$ cat config.mk
export PLATFORM = sky130hd
export DESIGN_NAME = meter_pkg_rx
export DESIGN_NICKNAME = d
export VERILOG_FILES = /design/src/rtl/meter_rx_pkg.sv /design/src/rtl/rx_level_edge.sv /design/src/rtl/rx_order_track.sv /design/src/rtl/rx_pay_shadow.sv /design/src/rtl/meter_pkg_rx.sv
export SDC_FILE = /design/constraint.sdc
export NUM_CORES = 1
export LEC_CHECK = 0
export ABC_AREA = 1
export BUFFER_PORTS_ARGS = -buffer_cell sky130_fd_sc_hd__buf_4
export CAP_MARGIN = 20
export CORE_UTILIZATION = 52
export DETAILED_ROUTE_END_ITERATION = 10
export GPL_TIMING_DRIVEN = 0
export PLACE_DENSITY_LB_ADDON = 0.15
export SYNTH_ARGS = -nofsm -noshare
export SYNTH_HDL_FRONTEND = slang
export SYNTH_SLANG_ARGS = --single-unit
$ cat constraint.sdc
create_clock -name clk -period 2.15 [get_ports clk]
set_input_delay 0.215 -clock clk [delete_from_list [all_inputs] [get_ports clk]]
set_output_delay 0.215 -clock clk [all_outputs]
set_load 0.005 [all_outputs]
$ cat src/rtl/meter_rx_pkg.sv
package meter_rx_pkg;
  localparam int CODE_W = 3;
  localparam logic [CODE_W-1:0] CODE_CAL = 3'd6;
  localparam logic [CODE_W-1:0] CODE_PF = 3'd7;
  localparam logic [CODE_W-1:0] BILL_FIRST = 3'd3;
  localparam logic [CODE_W-1:0] BILL_SECOND = 3'd4;
  localparam int HDR_BYTES = 4;

  typedef enum logic [1:0] {
    ST_OFF,
    ST_SYNC,
    ST_BODY,
    ST_SKIP
  } rx_state_e;
endpackage

$ cat src/rtl/rx_level_edge.sv
module rx_level_edge (
  input  logic clk,
  input  logic rst_n,
  input  logic lvl,
  output logic rise,
  output logic fall
);
  logic lvl_q;

  always_ff @(posedge clk) begin
    if (!rst_n) lvl_q <= 1'b0;
    else        lvl_q <= lvl;
  end

  assign rise = lvl & ~lvl_q;
  assign fall = ~lvl & lvl_q;
endmodule

$ cat src/rtl/rx_order_track.sv
module rx_order_track #(
  parameter int NPKG  = 6,
  parameter int NUM_W = 3
) (
  input  logic             clk,
  input  logic             rst_n,
  input  logic             commit,
  input  logic [NUM_W-1:0] num,
  output logic             mismatch
);
  logic [NUM_W-1:0] prev;
  logic             have_prev;
  logic [NUM_W-1:0] nxt;

  assign nxt = (prev == NUM_W'(NPKG - 1)) ? '0 : prev + 1'b1;
  assign mismatch = have_prev && (num != nxt);

  always_ff @(posedge clk) begin
    if (!rst_n) begin
      prev      <= '0;
      have_prev <= 1'b0;
    end else if (commit) begin
      prev      <= num;
      have_prev <= 1'b1;
    end
  end
endmodule

$ cat src/rtl/rx_pay_shadow.sv
module rx_pay_shadow #(
  parameter int N  = 11,
  parameter int W  = 8,
  parameter int IW = 4
) (
  input  logic          clk,
  input  logic          rst_n,
  input  logic          we,
  input  logic [IW-1:0] idx,
  input  logic [W-1:0]  din,
  output logic [N*W-1:0] flat
);
  for (genvar g = 0; g < N; g++) begin : g_ent
    logic [W-1:0] ent;
    always_ff @(posedge clk) begin
      if (!rst_n)                       ent <= '0;
      else if (we && idx == IW'(g))     ent <= din;
    end
    assign flat[g*W +: W] = ent;
  end
endmodule

$ cat src/rtl/meter_pkg_rx.sv
module meter_pkg_rx
  import meter_rx_pkg::*;
#(
  parameter int          PAY    = 12,
  parameter int          NPKG   = 6,
  parameter int          BYTE_W = 8,
  parameter logic [7:0]  SYNC   = 8'h80
) (
  input  logic                  clk,
  input  logic                  rst_n,
  input  logic [BYTE_W-1:0]     rx_byte,
  input  logic                  rx_stb,
  input  logic                  data_rdy,
  output logic                  pkg_valid,
  output logic [CODE_W-1:0]     pkg_num,
  output logic                  pkg_bill,
  output logic [BYTE_W-1:0]     pkg_mode,
  output logic [BYTE_W-1:0]     pkg_status,
  output logic [PAY*BYTE_W-1:0] pkg_payload,
  output logic                  cal_evt,
  output logic                  pf_evt,
  output logic                  sync_err,
  output logic                  seq_err,
  output logic                  len_err
);
  localparam int PKG_LEN = PAY + HDR_BYTES;
  localparam int CNT_W   = $clog2(PKG_LEN);
  localparam logic [CNT_W-1:0] LAST = CNT_W'(PKG_LEN - 1);

  rx_state_e             state;
  logic [CNT_W-1:0]      cnt;
  logic                  bill, second;
  logic [CODE_W-1:0]     cur_num;
  logic [BYTE_W-1:0]     sh_mode, sh_status;
  logic                  rise, fall, take, mismatch;
  logic                  body_take, commit_norm, pay_we;
  logic [CODE_W-1:0]     code;
  logic [CNT_W-1:0]      pay_idx;
  logic [(PAY-1)*BYTE_W-1:0] pay_flat;

  rx_level_edge u_edge (
    .clk(clk), .rst_n(rst_n), .lvl(data_rdy), .rise(rise), .fall(fall)
  );

  assign take        = rx_stb && data_rdy && !rise;
  assign body_take   = take && (state == ST_BODY);
  assign code        = rx_byte[CODE_W-1:0];
  assign commit_norm = body_take && (cnt == LAST) && !bill;
  assign pay_we      = body_take && (cnt >= CNT_W'(HDR_BYTES));
  assign pay_idx     = cnt - CNT_W'(HDR_BYTES);

  rx_order_track #(.NPKG(NPKG), .NUM_W(CODE_W)) u_order (
    .clk(clk), .rst_n(rst_n), .commit(commit_norm), .num(cur_num),
    .mismatch(mismatch)
  );

  rx_pay_shadow #(.N(PAY - 1), .W(BYTE_W), .IW(CNT_W)) u_shadow (
    .clk(clk), .rst_n(rst_n), .we(pay_we), .idx(pay_idx), .din(rx_byte),
    .flat(pay_flat)
  );

  always_ff @(posedge clk) begin
    if (!rst_n) begin
      state       <= ST_OFF;
      cnt         <= '0;
      bill        <= 1'b0;
      second      <= 1'b0;
      cur_num     <= '0;
      sh_mode     <= '0;
      sh_status   <= '0;
      pkg_valid   <= 1'b0;
      pkg_num     <= '0;
      pkg_bill    <= 1'b0;
      pkg_mode    <= '0;
      pkg_status  <= '0;
      pkg_payload <= '0;
      cal_evt     <= 1'b0;
      pf_evt      <= 1'b0;
      sync_err    <= 1'b0;
      seq_err     <= 1'b0;
      len_err     <= 1'b0;
    end else begin
      pkg_valid <= 1'b0;
      cal_evt   <= 1'b0;
      pf_evt    <= 1'b0;
      if (rise) begin
        state    <= ST_SYNC;
        cnt      <= '0;
        bill     <= 1'b0;
        second   <= 1'b0;
        sync_err <= 1'b0;
        seq_err  <= 1'b0;
        len_err  <= 1'b0;
      end else if (fall) begin
        if (state == ST_BODY || (state == ST_SYNC && second)) len_err <= 1'b1;
        state <= ST_OFF;
      end else if (take) begin
        case (state)
          ST_SYNC: begin
            if (rx_byte == SYNC) begin
              state <= ST_BODY;
              cnt   <= CNT_W'(1);
            end else begin
              sync_err <= 1'b1;
              state    <= ST_SKIP;
            end
          end
          ST_BODY: begin
            cnt <= cnt + 1'b1;
            if (cnt == CNT_W'(1)) begin
              if (second) cur_num <= BILL_SECOND;
              else if (code == CODE_CAL) begin
                cal_evt <= 1'b1;
                state   <= ST_SKIP;
              end else if (code == CODE_PF) begin
                pf_evt  <= 1'b1;
                bill    <= 1'b1;
                cur_num <= BILL_FIRST;
              end else cur_num <= code;
            end
            if (cnt == CNT_W'(2)) sh_mode   <= rx_byte;
            if (cnt == CNT_W'(3)) sh_status <= rx_byte;
            if (cnt == LAST) begin
              pkg_valid   <= 1'b1;
              pkg_num     <= cur_num;
              pkg_bill    <= bill;
              pkg_mode    <= sh_mode;
              pkg_status  <= sh_status;
              pkg_payload <= {rx_byte, pay_flat};
              if (!bill && mismatch) seq_err <= 1'b1;
              if (bill && !second) begin
                second <= 1'b1;
                state  <= ST_SYNC;
                cnt    <= '0;
              end else state <= ST_SKIP;
            end
          end
          default: ;
        endcase
      end
    end
  end
endmodule

Yosys cells after proc, flatten, opt, wreduce, memory -nomap -nowiden
Cells that the tools add are included.
- flip-flop bits (word level): 242
- input bits: 12
- word-level logic and storage cells: 146
- bitwise operators: 13
- $lt $le $gt $ge: 1
- reduce and logical (&&, ||, !) cells: 46
- mux-type cells: 21
- equality and inequality tests: 29
- $add $sub $neg: 3
- operators by type and width (cell ; number):
    $reduce_and A5 Y1 ; 7
    $logic_and A1 B1 Y1 ; 21
    $eq A4 B2 Y1 const B ; 4
    $eq A4 B3 Y1 const B ; 4
    $eq A4 B4 Y1 const B ; 4
    $mux W3 ; 4
    $mux W4 ; 3
    $not A1 Y1 ; 11
    $mux W2 ; 5
    $ne A5 B3 Y1 const B ; 2
    $eq A3 B3 Y1 const B ; 3
    $eq A4 B1 Y1 const B ; 2
    $eq A8 B8 Y1 const B ; 1
    $pmux W4 S2 ; 1
    $reduce_and A4 Y1 ; 2
    $reduce_or A8 Y1 ; 1
    $mux W1 ; 7
    $reduce_and A7 Y1 ; 1
    $reduce_or A7 Y1 ; 1
    $ne A3 B1 Y1 const B ; 2
    $reduce_and A6 Y1 ; 1
    $ne A5 B4 Y1 const B ; 1
    $reduce_or A5 Y1 ; 1
    $add A4 B1 Y4 const B ; 1
    20 further kinds ; 23

Depth between registers and ports, before layout
- depth in word-level cells: 9
- depth in mapped cells: 11
- mapped depth without buffers: 11

By module
A second synthesis with hierarchy kept.
- cells, all modules: 1270
- area, all modules: 9402.8 um^2
- modules (own cells, without submodules) (module ; cells each ; instances ; area each (um^2)):
    meter_pkg_rx ; 701 ; 1 ; 5496.5
    rx_pay_shadow ; 529 ; 1 ; 3649.8
    rx_order_track ; 33 ; 1 ; 211.5
    rx_level_edge ; 7 ; 1 ; 45.0

Worst setup path before layout
Ideal clock, no wire load.
- path kind: reg2reg
- start point: reg u_edge.lvl_q
- end point: reg pkg_payload[95]
- clock period less this slack: 1652 ps
- buffers on the path: 2
- slack: 498 ps
- cell stages (with the launch flop): 11
- arrival: 1520 ps
- path through: dfxtp_1 inv_1 ha_1 inv_2 nand3_2 nor2_4 nand3_4 inv_2 buf_6 buf_2 a21oi_1
- cells in the longest elaborated chain, start to end: 5
- elaborated cells between the ends (all ways): 8
- classes of those cells: bitwise (5); reduce/logical (3)
- ends and longest elaborated chain (element ; line ; text):
    from (decl) ; rx_level_edge.sv:8 ; logic lvl_q;
    from (signal assigned) ; rx_level_edge.sv:12 ; else lvl_q <= lvl;
    $not A1 Y1 ; rx_level_edge.sv:15 ; assign rise = lvl & ~lvl_q;
    $and A1 B1 Y1 ; rx_level_edge.sv:15 ;
    $logic_not A1 Y1 ; meter_pkg_rx.sv:45 ; assign take = rx_stb && data_rdy && !rise;
    $logic_and A1 B1 Y1 ; meter_pkg_rx.sv:45 ;
    $reduce_and A5 Y1 (no line) (*) ; -- ;
    to (signal assigned) ; meter_pkg_rx.sv:129 ; pkg_payload <= {rx_byte, pay_flat};
    to (decl) ; meter_pkg_rx.sv:19 ; output logic [PAY*BYTE_W-1:0] pkg_payload,
Mark *: on every way between the ends. The rest lies on a longest branch, timed or not.
A chain may end at the register's enable or synchronous reset.

Final worst setup path
Ends and elaborated chain as after synthesis.

==> reports/metrics.yaml <==
power_and_ir_drop:
  power_density_nw_per_um2: 832
  leakage_uw: 0.00454
  ir_worst_vdd_mv: 0.549
  power_uw: 9140
global_route:
  grt_first_pass_wirelength_um: 37200
  grt_pass1_vias: 7209
  grt_antenna_before_repair: 0
  grt_use_met1: 0.359
  overflow: 0
  grt.busiest_layer: "met2"
  grt_use_met2: 0.440
  grt_max_degree: 14
  grt_use_total: 0.268
  use_met3: 0.0446
place:
  gp_congestion: 0.898
  placed_area_um2: 10100
  portBuffers: 132
  dp.cells: 1402
  hpwl_um: 16000
  place_ws_ps: -41.7
cts:
  cts_htree_levels: 1
  path_clk_slew_ps: 60
  clock_path_buffers: 3
  cts_made_buffers: 25
  cts-root-buf: "clkbuf_16"
  cts_sinks: 242
  cts_tree: "done"
  clock_latency_ps: 510
floorplanning:
  die_w_um: 132
  fp.coreArea_um2: 16600
  start_util: 0.531
  fp-row-count: 47
  die_h_um: 132
  die_area_um2: 17500
  num_io_pins: 134
sta:
  max-slew-margin-rel: 0.421
  max_slew.worst_pin.slew_ps: 869
  fin_crit_sh: 0.955
  fin_ws_ps: 96.1
  report.final.slew_viol_count: 0
  fmax_mhz: 487
  finalHoldViolCount: 0
  rsz0062_at_grt: "true"
  fin_skew_ps: 5.20
  timing.final.crit_period_ps: 2050
  setup_viol: 0
hold_path:
  min_from: "rx_byte[0]"
  holdCritPathClass: "in -> reg"
worst_setup_path:
  start_kind: "flip-flop"
  cp_max_fo: 10
  crit_start: "u_edge.lvl_q"
  crit_path_end_kind: "flip-flop"
  cp_data_required_time_ps: 2520
  criticalPathCategory: "reg -> reg"
  arrival_ps: 2430
  r2r-start: "u_edge.lvl_q"
outcome:
  status: "finished clean"
detailed_routing:
  drc: 0
  firstDrtPassIters: 5
  vias_per_cell: 5.30
  drtIter0Drc: 616
  ant_nets: 0
  routed_wirelength_um: 23400
  wl_per_cell_um: 16.1
  vias: 7694
cells_and_area:
  diodes: 0
  design_area_um2: 11000
  area_growth_pct: 24.7
  fillers: 1438
  drive_gt1_frac: 0.199
  finalNetCount: 1236
  multiInputGateArea_um2: 3380
  regArea_um2: 4840
  layout.cells.non_filler: 1453
synth:
  synth_area_per_cell_um2: 8.39
  yosysSeqAreaShare: 0.550
  ys_seq_elements: 242
  syn_nets: 1070
  synthCells: 1050
  yosysWarnings: 0
  netlist_area_um2: 8810
  ys_types: 30
run:
  max-cap-violations: 0
==> critical path, stage by stage (launching register included) <==
cell and delay, ps:
dfxtp_1 330, inv_1 50, ha_1 210, inv_2 70, nand3_2 120, nor2_4 190, nand3_4 210, inv_4 200
buf_6 190, clkbuf_4 250, a21oi_1 80
==> cell families (layout without fill, tap and decap cells) <==
family / after synthesis / count (layout) / share of synthesized area
xor gates and xnor gates: 2 / 2 / 0.00199
buffers and inverters: 124 / 307 / 0.0682
AOI/OAI and AO/OA: 367 / 367 / 0.213
DFF: 242 / 242 / 0.550
and+or+nand+nor: 307 / 307 / 0.156
adders and majority gates: 8 / 8 / 0.0114
==> state kept, by name, indices dropped and copies added (netlist names), 2 cells and up <==
signal              cells
cnt                     4
cur_num                 3
pkg_mode                8
pkg_num                 3
pkg_payload            96
pkg_status              8
sh_mode                 8
sh_status               8
state                   2
u_order.prev            3
u_shadow.g_ent.ent     88
==> final timing paths <==
check	endpoint	slack, ps	depth (start not counted)
max	pkg_payload[95]	100	10
min reg2reg	seq_err	450	2
min	cur_num[0]	20	3
max reg2reg	pkg_payload[95]	100	10
==> cell usage in the layout, fill, tap and decap left out, types with 2 or more instances in the layout <==
cell / n
a21oi_1: 131
a21oi_2: 4
buf_2: 11
buf_4: 146
buf_6: 10
bufinv_16: 2
clkbuf_1: 43
clkbuf_16: 25
clkbuf_8: 7
clkinv_2: 4
dfxtp_1: 242
dlygate4sd3_1: 5
ha_1: 7
inv_1: 46
inv_2: 4
nand2_1: 41
nand2_2: 2
nand2_4: 2
nand3_1: 10
nand3_2: 2
nand4_1: 10
nor2_1: 218
nor2_4: 8
nor3_1: 7
nor3_4: 5
o21ai_0: 207
o21ai_1: 15
o21ai_2: 6
xor2_1: 2
==> final cells by class <==
class                   count  area share
plain buffers              73      0.0376
clock buffers              37      0.0674
clock inverters             7     0.00797
inverters                  51      0.0177
multi-input cells         684       0.307
flip-flops and latches    242       0.441
well taps                 220      0.0251
repair buffers            139      0.0961
==> metrics by stage <==
| step | setup TNS [ps] | util | hold slack, ps |
|---|---|---|---|
| after CTS | 0 | 0.661 | 1.08 |
| after global placement | -90.3 | 0.608 | 434 |
| after detailed placement | -255 | 0.608 | 438 |
| after floorplan | 0 | - | 308 |
| final | 0 | 0.663 | 17.6 |
| after global routing | -126 | 0.663 | 32.2 |
==> cells in the mapped netlist <==
cell	number	area share
nand3_1	10	0.0057
a21oi_1	131	0.074
a21oi_2	4	0.0040
inv_2	5	0.0021
buf_4	12	0.010
o21ai_1	6	0.0034
nand3_2	2	0.0023
o21bai_1	1	0.00085
nand2_4	2	0.0026
buf_2	12	0.0068
o21a_1	1	0.00085
dfxtp_1	242	0.55
a211oi_1	1	0.00085
nor2_4	8	0.010
inv_1	46	0.020
nor2_1	218	0.093
or2_4	1	0.00099
xor2_1	2	0.0020
clkbuf_1	39	0.017
o21ai_0	218	0.12
ha_1	8	0.011
nor3_4	5	0.0092
buf_6	10	0.013
nand4_1	10	0.0071
nand2_2	2	0.0014
nand3_4	1	0.0020
a31oi_1	1	0.00071
nor3_1	7	0.0040
o21ai_2	4	0.0040
nand2_1	41	0.017
==> power breakdown <==
group          internal (uW)  switching (uW)  leakage [uW]
clock network           2610            1740      0.000408
logic                   80.0             218       0.00218
registers               4490            2.45       0.00195
==> timing repair <==
item                                    4_1_cts  5_1_grt
pin swaps                                     0        2
endpoints found under the hold margin         5        0
endpoints found under the setup margin       10       30
resized for setup                             1       17
hold buffers                                  5        0
buffers inserted                              0        2
==> layer usage <==
layer  vias to the layer above  part of all wire
li1                       3831                 -
met4                         0             0.020
met5                         -                 0
met2                       243              0.47
met1                      3580              0.45
met3                        40             0.065
No activity file was read; power rests on OpenSTA's default activity.
